--- config.mk ---
export PLATFORM = sky130hd
export DESIGN_NAME = pport_host
export DESIGN_NICKNAME = d
export VERILOG_FILES = /design/src/rtl/pph_pkg.sv /design/src/rtl/pph_sync.sv /design/src/rtl/pph_regs.sv /design/src/rtl/pph_epp.sv /design/src/rtl/pph_pins.sv /design/src/rtl/pport_host.sv
export SDC_FILE = /design/constraint.sdc
export NUM_CORES = 1
export LEC_CHECK = 0
export BUFFER_PORTS_ARGS = -buffer_cell sky130_fd_sc_hd__buf_2
export CORE_ASPECT_RATIO = 0.7
export CORE_MARGIN = 4
export CORE_UTILIZATION = 60
export CTS_CLUSTER_SIZE = 20
export DETAILED_ROUTE_END_ITERATION = 12
export PLACE_DENSITY = 0.84
export RECOVER_POWER = 100
export SETUP_SLACK_MARGIN = 0.2
export SYNTH_ARGS = -nofsm -noshare
export SYNTH_HDL_FRONTEND = slang
export SYNTH_SLANG_ARGS = --single-unit
--- constraint.sdc ---
create_clock -name clk -period 2.6 [get_ports clk]
set_input_delay 0.26 -clock clk [delete_from_list [all_inputs] [get_ports clk]]
set_output_delay 0.26 -clock clk [all_outputs]
set_load 0.01 [all_outputs]
--- src/rtl/pph_pkg.sv ---
package pph_pkg;

    localparam int DW = 8;

    typedef enum logic [1:0] {
        PM_NORMAL = 2'b00,
        PM_BIDIR  = 2'b01,
        PM_EPP    = 2'b10,
        PM_RSVD   = 2'b11
    } pmode_e;

    localparam logic [1:0] RA_DATA  = 2'd0;
    localparam logic [1:0] RA_STAT  = 2'd1;
    localparam logic [1:0] RA_CTRL  = 2'd2;
    localparam logic [1:0] RA_EADDR = 2'd3;

    localparam int CB_STB = 2;
    localparam int CB_AFD = 3;
    localparam int CB_SLI = 4;
    localparam int CB_DIR = 5;

    typedef enum logic [1:0] {
        EC_IDLE,
        EC_SETUP,
        EC_STRB,
        EC_END
    } ecyc_e;

    typedef struct packed {
        logic          wr;
        logic [1:0]    addr;
        logic [DW-1:0] data;
    } bus_req_t;

    typedef struct packed {
        logic lvl;
        logic oe;
    } odpin_t;

    function automatic pmode_e decode_mode(input logic [1:0] f);
        case (f)
            2'b01:   return PM_BIDIR;
            2'b10:   return PM_EPP;
            default: return PM_NORMAL;
        endcase
    endfunction

endpackage

--- src/rtl/pph_sync.sv ---
module pph_sync #(
    parameter int STAGES = 2,
    parameter int W      = 2
) (
    input  logic         clk,
    input  logic         rst,
    input  logic [W-1:0] d,
    output logic [W-1:0] q
);
    logic [W-1:0] stg [STAGES];

    for (genvar g = 0; g < STAGES; g++) begin : g_stage
        always_ff @(posedge clk) begin
            if (rst)         stg[g] <= '0;
            else if (g == 0) stg[g] <= d;
            else             stg[g] <= stg[(g == 0) ? 0 : g - 1];
        end
    end

    assign q = stg[STAGES-1];
endmodule

--- src/rtl/pph_regs.sv ---
module pph_regs
    import pph_pkg::*;
(
    input  logic          clk,
    input  logic          rst,
    input  logic          req,
    input  bus_req_t      breq,
    input  logic [DW-1:0] pd_in,
    input  logic          wait_s,
    input  logic          ack_s,
    input  logic          epp_busy,
    input  logic          tmo_set,
    output logic [DW-1:0] ctrl,
    output logic [DW-1:0] data_q,
    output pmode_e        mode,
    output logic          reg_ready,
    output logic [DW-1:0] reg_rdata,
    output logic          tmo_flag,
    output logic          epp_start
);
    logic accept, epp_target, reg_acc, stat_rd;

    assign mode       = decode_mode(ctrl[1:0]);
    assign accept     = req && !epp_busy;
    assign epp_target = (mode == PM_EPP) &&
                        (breq.addr == RA_DATA || breq.addr == RA_EADDR);
    assign epp_start  = accept && epp_target;
    assign reg_acc    = accept && !epp_target;
    assign stat_rd    = reg_acc && !breq.wr && breq.addr == RA_STAT;

    always_ff @(posedge clk) begin
        if (rst) begin
            ctrl      <= '0;
            data_q    <= '0;
            reg_ready <= 1'b0;
            reg_rdata <= '0;
            tmo_flag  <= 1'b0;
        end else begin
            reg_ready <= reg_acc;
            if (reg_acc && breq.wr) begin
                if (breq.addr == RA_DATA) data_q <= breq.data;
                if (breq.addr == RA_CTRL) ctrl   <= breq.data;
            end
            if (reg_acc && !breq.wr) begin
                case (breq.addr)
                    RA_DATA: reg_rdata <= (mode == PM_BIDIR && ctrl[CB_DIR]) ? pd_in : data_q;
                    RA_STAT: reg_rdata <= {{(DW-3){1'b0}}, ack_s, wait_s, tmo_flag};
                    RA_CTRL: reg_rdata <= ctrl;
                    default: reg_rdata <= '0;
                endcase
            end
            if (tmo_set)      tmo_flag <= 1'b1;
            else if (stat_rd) tmo_flag <= 1'b0;
        end
    end

    // a status read with no new timeout leaves the flag clear
    p_tmo_clear_r9: assert property (@(posedge clk) disable iff (rst)
        (stat_rd && !tmo_set) |=> !tmo_flag);

    // control never moves while an EPP cycle runs
    p_mode_hold_r11: assert property (@(posedge clk) disable iff (rst)
        epp_busy |=> $stable(ctrl));
endmodule

--- src/rtl/pph_epp.sv ---
module pph_epp
    import pph_pkg::*;
#(
    parameter int TMO_CYCLES = 255
) (
    input  logic          clk,
    input  logic          rst,
    input  logic          start,
    input  bus_req_t      breq,
    input  logic          wait_s,
    input  logic [DW-1:0] pd_in,
    output logic          busy,
    output logic          done,
    output logic [DW-1:0] rdata,
    output logic [DW-1:0] wlatch,
    output logic          wr_act,
    output logic          dstrb,
    output logic          astrb,
    output logic          drive,
    output logic          tmo_set
);
    localparam int CW = $clog2(TMO_CYCLES + 1);

    ecyc_e         state;
    logic [CW-1:0] cnt;
    logic          wr_q, addr_q, tmo_hit_q;

    always_ff @(posedge clk) begin
        if (rst) begin
            state     <= EC_IDLE;
            cnt       <= '0;
            wr_q      <= 1'b0;
            addr_q    <= 1'b0;
            tmo_hit_q <= 1'b0;
            wlatch    <= '0;
            rdata     <= '0;
        end else begin
            case (state)
                EC_IDLE: if (start) begin
                    state     <= EC_SETUP;
                    cnt       <= '0;
                    tmo_hit_q <= 1'b0;
                    wr_q      <= breq.wr;
                    addr_q    <= (breq.addr == RA_EADDR);
                    if (breq.wr) wlatch <= breq.data;
                end
                EC_SETUP: state <= EC_STRB;
                EC_STRB: begin
                    if (!wait_s) begin
                        rdata <= pd_in;
                        state <= EC_END;
                    end else if (cnt == CW'(TMO_CYCLES - 1)) begin
                        tmo_hit_q <= 1'b1;
                        state     <= EC_END;
                    end else begin
                        cnt <= cnt + 1'b1;
                    end
                end
                default: begin
                    state <= EC_IDLE;
                    wr_q  <= 1'b0;
                end
            endcase
        end
    end

    assign busy    = (state != EC_IDLE);
    assign done    = (state == EC_END);
    assign wr_act  = wr_q && busy;
    assign dstrb   = (state == EC_STRB) && !addr_q;
    assign astrb   = (state == EC_STRB) && addr_q;
    assign drive   = wr_q && busy;
    assign tmo_set = done && tmo_hit_q;

    // only one strobe at a time
    p_one_strobe_r4: assert property (@(posedge clk) disable iff (rst)
        !(dstrb && astrb));

    // normal completion only after wait was seen low
    p_ready_after_release_r7: assert property (@(posedge clk) disable iff (rst)
        (done && !tmo_hit_q) |-> $past(!wait_s));

    // an abort only follows a wait that stayed high
    p_abort_on_wait_r8: assert property (@(posedge clk) disable iff (rst)
        (done && tmo_hit_q) |-> $past(wait_s));

    // the strobe window never exceeds the limit
    p_tmo_bound_r8: assert property (@(posedge clk) disable iff (rst)
        (state == EC_STRB) |-> (cnt < CW'(TMO_CYCLES)));
endmodule

--- src/rtl/pph_pins.sv ---
module pph_pins
    import pph_pkg::*;
(
    input  logic          clk,
    input  logic          rst,
    input  pmode_e        mode,
    input  logic          c_stb,
    input  logic          c_afd,
    input  logic          c_sli,
    input  logic          c_dir,
    input  logic [DW-1:0] data_q,
    input  logic [DW-1:0] wlatch,
    input  logic          wr_act,
    input  logic          dstrb,
    input  logic          astrb,
    input  logic          drive,
    output logic [DW-1:0] pd_out,
    output logic          pd_oe,
    output odpin_t        p_stb,
    output odpin_t        p_afd,
    output odpin_t        p_sli
);
    logic is_epp;
    assign is_epp = (mode == PM_EPP);

    always_comb begin
        pd_out = is_epp ? wlatch : data_q;
        case (mode)
            PM_BIDIR: pd_oe = !c_dir;
            PM_EPP:   pd_oe = drive;
            default:  pd_oe = 1'b1;
        endcase
        if (is_epp) begin
            p_stb = '{lvl: !wr_act, oe: 1'b1};
            p_afd = '{lvl: !dstrb,  oe: 1'b1};
            p_sli = '{lvl: !astrb,  oe: 1'b1};
        end else begin
            p_stb = '{lvl: 1'b0, oe: c_stb};
            p_afd = '{lvl: 1'b0, oe: c_afd};
            p_sli = '{lvl: 1'b0, oe: c_sli};
        end
    end

    // outside EPP the control pins can only pull low
    p_od_low_r2: assert property (@(posedge clk) disable iff (rst)
        !is_epp |-> !(p_stb.lvl || p_afd.lvl || p_sli.lvl));

    // EPP drives every control pin
    p_epp_drive_r6: assert property (@(posedge clk) disable iff (rst)
        is_epp |-> (p_stb.oe && p_afd.oe && p_sli.oe));
endmodule

--- src/rtl/pport_host.sv ---
module pport_host
    import pph_pkg::*;
#(
    parameter int TMO_CYCLES  = 255,
    parameter int SYNC_STAGES = 2
) (
    input  logic          clk,
    input  logic          rst,
    input  logic          bus_req,
    input  logic          bus_wr,
    input  logic [1:0]    bus_addr,
    input  logic [DW-1:0] bus_wdata,
    output logic [DW-1:0] bus_rdata,
    output logic          bus_ready,
    output logic          irq,
    output logic [DW-1:0] pd_out,
    output logic          pd_oe,
    input  logic [DW-1:0] pd_in,
    output logic          pin_stb_o,
    output logic          pin_stb_oe,
    output logic          pin_afd_o,
    output logic          pin_afd_oe,
    output logic          pin_sli_o,
    output logic          pin_sli_oe,
    input  logic          ack_i,
    input  logic          busy_i
);
    bus_req_t      breq;
    pmode_e        mode;
    logic [DW-1:0] ctrl, data_q, reg_rdata, epp_rdata, wlatch;
    logic          ack_s, wait_s, reg_ready, tmo_flag, epp_start;
    logic          epp_busy, epp_done, wr_act, dstrb, astrb, drive, tmo_set;
    odpin_t        p_stb, p_afd, p_sli;

    assign breq = '{wr: bus_wr, addr: bus_addr, data: bus_wdata};

    pph_sync #(.STAGES(SYNC_STAGES), .W(2)) u_sync (
        .clk(clk), .rst(rst), .d({ack_i, busy_i}), .q({ack_s, wait_s})
    );

    pph_regs u_regs (
        .clk(clk), .rst(rst), .req(bus_req), .breq(breq), .pd_in(pd_in),
        .wait_s(wait_s), .ack_s(ack_s), .epp_busy(epp_busy), .tmo_set(tmo_set),
        .ctrl(ctrl), .data_q(data_q), .mode(mode), .reg_ready(reg_ready),
        .reg_rdata(reg_rdata), .tmo_flag(tmo_flag), .epp_start(epp_start)
    );

    pph_epp #(.TMO_CYCLES(TMO_CYCLES)) u_epp (
        .clk(clk), .rst(rst), .start(epp_start), .breq(breq), .wait_s(wait_s),
        .pd_in(pd_in), .busy(epp_busy), .done(epp_done), .rdata(epp_rdata),
        .wlatch(wlatch), .wr_act(wr_act), .dstrb(dstrb), .astrb(astrb),
        .drive(drive), .tmo_set(tmo_set)
    );

    pph_pins u_pins (
        .clk(clk), .rst(rst), .mode(mode),
        .c_stb(ctrl[CB_STB]), .c_afd(ctrl[CB_AFD]), .c_sli(ctrl[CB_SLI]),
        .c_dir(ctrl[CB_DIR]), .data_q(data_q), .wlatch(wlatch),
        .wr_act(wr_act), .dstrb(dstrb), .astrb(astrb), .drive(drive),
        .pd_out(pd_out), .pd_oe(pd_oe), .p_stb(p_stb), .p_afd(p_afd), .p_sli(p_sli)
    );

    assign bus_ready  = reg_ready | epp_done;
    assign bus_rdata  = epp_done ? epp_rdata : reg_rdata;
    assign irq        = (mode == PM_EPP) && ack_s;
    assign pin_stb_o  = p_stb.lvl;
    assign pin_stb_oe = p_stb.oe;
    assign pin_afd_o  = p_afd.lvl;
    assign pin_afd_oe = p_afd.oe;
    assign pin_sli_o  = p_sli.lvl;
    assign pin_sli_oe = p_sli.oe;

    // a data strobe of a write cycle starts only after the write indicator
    p_write_first_r4: assert property (@(posedge clk) disable iff (rst)
        (mode == PM_EPP && $fell(pin_afd_o) && !pin_stb_o) |-> $past(!pin_stb_o));

    // register and EPP completions never collide
    p_single_ready_r2: assert property (@(posedge clk) disable iff (rst)
        !(reg_ready && epp_done));

    // a raised timeout flag is always accompanied by a finished cycle
    p_tmo_with_ready_r8: assert property (@(posedge clk) disable iff (rst)
        $rose(tmo_flag) |-> $past(bus_ready));
endmodule

# Yosys cells after proc, flatten, opt, wreduce, memory -nomap -nowiden
# Memories as Yosys holds them, arrays and structs flattened.
# Index checks and enable logic that the tools add are counted.
[op_classes] n_eq_ne=16 n_addsub=1 muxes=30 n_reduce_logical=37 n_bitwise=5
[ops] op="$mux 8" n=6
[ops] op="$pmux 8 s3" n=1
[ops] op="$mux 2" n=8
[ops] op="$pmux 8 s2" n=1
[ops] op="$logic_and 1x1->1" n=13
[ops] op="$eq 2x2->1 const B" n=6
[ops] op="$reduce_and 2->1" n=6
[ops] op="$mux 1" n=9
[ops] op="$add 8x1->8 const B" n=1
[ops] op="$eq 2x1->1 const B" n=4
[ops] op="$eq 8x8->1 const B" n=1
[ops] op="$logic_not 1->1" n=8
[ops] op="$reduce_and 4->1" n=2
[ops] op="$ne 2x2->1 const B" n=3
[ops] op="$pmux 1 s2" n=3
[ops] op="$pmux 2 s3" n=1
[ops] op="$reduce_bool 2->1" n=3
[ops] op="$logic_not 2->1" n=2
[ops] op="$pmux 2 s2" n=1
[ops] op="$ne 3x2->1 const B" n=1
[ops] op="$or 1x1->1" n=3
[ops] op="$reduce_and 3->1" n=1
[ops] op="$ne 2x1->1 const B" n=1
[ops] op="$not 1->1" n=2
[ops] op="2 further kinds" n=2
[word_totals] ram_bits=4 ff_bits=55 wordCells=102 n_memories=1 output_inout_bits=25 inputBits=24
[memory_table] memory="u_sync.stg" depth=2 word_bits=2 read_ports=2 rd_clocked_by_memory_dff=0 write_ports=2 line="pph_sync.sv:10" text="logic [W-1:0] stg [STAGES];"

# Logic depth before layout (Yosys ltp)
[logic_depth] depth_word=10 depth_mapped=8 depth_no_buf=6

# Modules after synthesis
# A second synthesis with hierarchy kept.
[hier_totals] hier_cells=324 hier_area_um2=3030.4
[modules_own_cells] mod="pph_epp" seq_area_each_um2=580.6 area_per_inst_um2=1340.0 n_inst=1 cells_per_inst=161
[modules_own_cells] mod="pph_regs" seq_area_each_um2=520.5 area_per_inst_um2=1227.4 n_inst=1 cells_per_inst=121
[modules_own_cells] mod="pph_pins" seq_area_each_um2=0.0 area_per_inst_um2=211.5 n_inst=1 cells_per_inst=23
[modules_own_cells] mod="pport_host" seq_area_each_um2=0.0 area_per_inst_um2=146.4 n_inst=1 cells_per_inst=11
[modules_own_cells] mod="pph_sync" seq_area_each_um2=80.1 area_per_inst_um2=105.1 n_inst=1 cells_per_inst=8

# Least setup slack after synthesis
# OpenSTA, ideal clock, no wires.
[synth_path] kind="register to register" start="register u_regs.ctrl[1]" end="register u_regs.reg_rdata[1]" synth_period_minus_slack_ns=1.627 setup_slack_ns=0.973 t_required_ns=2.477 stages_incl_launch_ff=7 n_path_buf=0 t_arrival_ns=1.504 setup_ns=0.123 cell_sequence="dfxtp_1 inv_1 ha_1 nand2_1 mux2_2 a222oi_1 o21ai_1"
[synth_between] elab_chain_len=7 elab_cells_between_ends=12 cone_classes="eq/ne (4); mux (3); reduce/logical (5)"
[synth_lines] element="start: declaration" line="pph_regs.sv:13" text="output logic [DW-1:0] ctrl,"
[synth_lines] element="start signal: assignment" line="pph_regs.sv:42" text="if (breq.addr == RA_CTRL) ctrl <= breq.data;"
[synth_lines] element="branches (longest 7 deep; another with $mux 8)"
[synth_lines] element="end signal: assignment" line="pph_regs.sv:46" text="RA_DATA: reg_rdata <= (mode == PM_BIDIR && ctrl[CB_DIR]) ? pd_in : data_q;"
[synth_lines] element="end signal: assignment" line="pph_regs.sv:47" text="RA_STAT: reg_rdata <= {{(DW-3){1'b0}}, ack_s, wait_s, tmo_flag};"
[synth_lines] element="end signal: assignment" line="pph_regs.sv:48" text="RA_CTRL: reg_rdata <= ctrl;"
[synth_lines] element="end: declaration" line="pph_regs.sv:17" text="output logic [DW-1:0] reg_rdata,"
# Several ways; the timed one is not identified.
# A chain may end at the register's enable or synchronous reset.

# Worst setup path in the final report
[layout_path] start="register u_regs.ctrl[0]" end="register u_regs.data_q[7]"
[layout_between] elab_chain_len=8 elab_cells_between_ends=9 cone_classes="eq/ne (3); mux (1); reduce/logical (5)"
[layout_lines] element="$eq 2x2->1 or $eq 2x1->1 (tied branches)" line="pph_pkg.sv:41" text="case (f)"
[layout_lines] element="$pmux 2 s2 *" line="pph_pkg.sv:41"
[layout_lines] element="$eq 2x2->1 *" line="pph_regs.sv:25" text="assign epp_target = (mode == PM_EPP) &&"
[layout_lines] element="$logic_and 1x1->1 *" line="pph_regs.sv:25"
[layout_lines] element="$logic_not 1->1 *" line="pph_regs.sv:28" text="assign reg_acc = accept && !epp_target;"
[layout_lines] element="$logic_and 1x1->1 *" line="pph_regs.sv:28"
[layout_lines] element="$logic_and 1x1->1 *" line="pph_regs.sv:40" text="if (reg_acc && breq.wr) begin"
[layout_lines] element="$reduce_and 2->1 (no line) *"
[layout_lines] element="end signal: assignment" line="pph_regs.sv:41" text="if (breq.addr == RA_DATA) data_q <= breq.data;"
[layout_lines] element="end: declaration" line="pph_regs.sv:14" text="output logic [DW-1:0] data_q,"
# Every way passes the cells marked *; elsewhere a longest branch is shown, timed or not.

==> metrics.txt <==
run status complete, no violations; overall fraction of global-route tracks in use 25.10%; part of the Yosys area used for sequential elements 40.74%; layout net count 399; gp weighted congestion 0.8806; post-route cell area 3299 um2; drt first-iter violations 352; Cells after Synth 317; Die X-Extent 91.08 um; number of inserted diodes 0; slowest cell delay on critical path 540 ps; area of the core region 4504 um2; placed wire-length estimate after detailed placement 5.008 mm; synthesized-area fraction occupied by adder cells 5.611%; Post-CTS Setup Bufs 0; ratio of final minimum period to clock period 89.54%; number of cells after detailed placement 406; sum of internal, switching and leakage power 2.057 mW; Reg clk slew, reported paths 60 ps; beginning of the worst register-to-register path u_regs.ctrl[0]; post-route clock skew 7.670 ps; cell row count 20; synthesis-to-layout area growth 13.81%; number of flops mapped to enable cells by yosys 0; largest family of logic cells by synthesized area simple AND/OR/NAND/NOR gates; clock tree from TritonCTS built; Cell Chain, Critical Path inv_1 > ha_1 > nand2b_2 > nand4_1 > mux2i_1 > nor2_1; maximum vdd ir drop 590.4 uV; area of the die 6025 um2; total of flip-flops plus latches after synthesis 59; sort of element at the end of the critical path register; IO buf count 48; maximum number of pins on one net before global-route repair 54; smallest setup slack after layout 271.8 ps; area fraction in compound gates after synthesis 13.77%; Die Height 66.16 um; clock tree buffer depth 2; CP max-delay cell sky130_fd_sc_hd__nand4_1; type of the most critical hold path in -> reg; cell area reported after detailed placement 3149 um2; pre-CTS setup slack 468.2 ps; netlist area before placement 2899 um2; global-route wire length before repair 11.53 mm; ports placed on the boundary 49; commonest register cell after synthesis sky130_fd_sc_hd__dfxtp_1; area share of the leading cell type in the synthesized netlist 40.74%; TritonCTS Buffers 9; main area contributors after synthesis sky130_fd_sc_hd__dfxtp_1 41%, sky130_fd_sc_hd__mux2_2 9.3%, sky130_fd_sc_hd__mux2i_1 8.3%, sky130_fd_sc_hd__ha_1 5.6%, sky130_fd_sc_hd__nand2_1 4.7%; data required time of the worst path 2800 ps; max-slew violation total from the final report 0; quantity of gates resized following cts 0; most frequent cells after synthesis 59 x sky130_fd_sc_hd__dfxtp_1, 36 x sky130_fd_sc_hd__nand2_1, 33 x sky130_fd_sc_hd__nor2_1; fraction of synthesized area in multiplexers 17.61%; overall routed net length 7.061 mm; max_cap viols 0; number of antenna-violating nets in the routed design 0; simple-gate area share of the yosys netlist 18.04%; WL per Instance 16.77 um; proportion of synthesized flip-flops having asynchronous set or reset 0%; via count of the first global-routing pass 2,214; later-pin clock latency in the skew report 340 ps; f_max 429.5 MHz; worst setup path startpoint u_regs.ctrl[0]; transition at the pin with the smallest max-transition slack 945.3 ps; layout cells sized above 1 19.67%; fillcell total 354; Max-Slew Margin vs Limit 36.98%; Root Buffer Master sky130_fd_sc_hd__clkbuf_8; non-filler instance count after layout 421; core occupancy in the finished layout 73.25%; Critical Setup Path Class reg -> reg; number of endpoints with negative hold slack in the final report 0; vias per cell 5.945; via count of the routed design 2,503; leading cell type by number of instances after synthesis sky130_fd_sc_hd__dfxtp_1; Leakage Power 1.390 nW; setup total negative slack 0 ps; Yosys cell types 47; number of iterations in the first detailed-routing pass 5; post-synthesis net count 354; number of antenna violations at the first check in global routing 0; average footprint of a synthesized cell 9.145 um2; final setup violation count 0; Synthesis Warnings 0; setup repair after global routing missed its margin no; total DRC errors in the routed layout 0; data arrival time at the worst-slack endpoint 2520 ps; fin crit period 2328 ps; Worst Path Max Fanout 20; CTS H-Tree Depth 3; cell type with the largest total area after synthesis sky130_fd_sc_hd__dfxtp_1; startpoint of the most critical hold path busy_i; starting density of the core 64.36%; count of hold buffers inserted by post-cts repair 0; power per cell area 623.5 nW/um2; hold_ws 127.6 ps; number of sinks driven by the clock tree 59; grt total ovfl 0; nature of the critical path startpoint register; xor/xnor cell area share of the yosys netlist 0%
worst max-delay path: cells and delay by family, from the launching register on:
| family | cells | cell delay (ps) |
|---|---|---|
| and+or+nand+nor | 3 | 830 |
| adders and majority gates | 1 | 460 |
| muxes | 1 | 440 |
| DFF | 1 | 390 |
| buffers and inverters | 1 | 70 |
registers in the layout, summed over array words and instances (netlist names):
signal            count
u_epp.wr_q            1
u_regs.data_q         8
u_epp.cnt             8
u_epp.addr_q          1
u_epp.tmo_hit_q       1
u_regs.ctrl           8
u_regs.reg_rdata      8
u_epp.state           2
u_sync.stg            4
u_epp.rdata           8
u_epp.wlatch          8
u_regs.tmo_flag       1
u_regs.reg_ready      1
layout by cell type (no fill, tap or decap), types with 5 or more instances in the layout:
master,n
sky130_fd_sc_hd__a21oi_1,16
sky130_fd_sc_hd__a31oi_1,9
sky130_fd_sc_hd__buf_2,25
sky130_fd_sc_hd__clkbuf_1,25
sky130_fd_sc_hd__clkbuf_8,11
sky130_fd_sc_hd__dfxtp_1,59
sky130_fd_sc_hd__ha_1,13
sky130_fd_sc_hd__inv_1,15
sky130_fd_sc_hd__mux2_2,23
sky130_fd_sc_hd__mux2i_1,24
sky130_fd_sc_hd__nand2_1,37
sky130_fd_sc_hd__nor2_1,33
sky130_fd_sc_hd__nor2b_1,6
sky130_fd_sc_hd__o21ai_0,12
sky130_fd_sc_hd__or2_2,5
cell families after synthesis:
family,count (synthesis)
mux,48
buf+inv,30
fa+ha+maj,13
simple gates,106
flops,59
compound gates,61
metal layers:
layer | vias up | part of all wire (%) | global-route usage (%) | routed length [um]
met5 | - | 0 | 0 | 0
met4 | 0 | 1.7 | 9.398 | 118
met3 | 14 | 9.8 | 8.077 | 693
met2 | 131 | 42 | 35.38 | 2946
met1 | 1158 | 47 | 35.51 | 3302
li1 | 1200 | - | - | -
worst paths after layout:
| path | endpoint | slack, ps | cells after the start |
|---|---|---|---|
| worst min-delay path | u_sync.stg[0][0] | 130 | 2 |
| worst min register to register | u_sync.stg[1][1] | 440 | 1 |
| worst max register to register | u_regs.data_q[7] | 270 | 6 |
| worst max-delay path | u_regs.data_q[7] | 270 | 6 |
power breakdown:
part           internal, mW  switching [mW]
Sequential            0.934          0.0188
Combinational         0.104           0.171
Clock                 0.489           0.341
Total                  1.53           0.531
layout make-up:
class	instances	area, um2	area share [%]
multi-input combinational	228	1580	47.90
sequential	59	1181	35.80
timing repair buffer	49	219.0	6.636
clock buffer	13	158.9	4.816
tap	55	68.82	2.086
inverter	15	56.30	1.706
clock inverter	2	35.03	1.062
(Power assumes the default switching activity.)
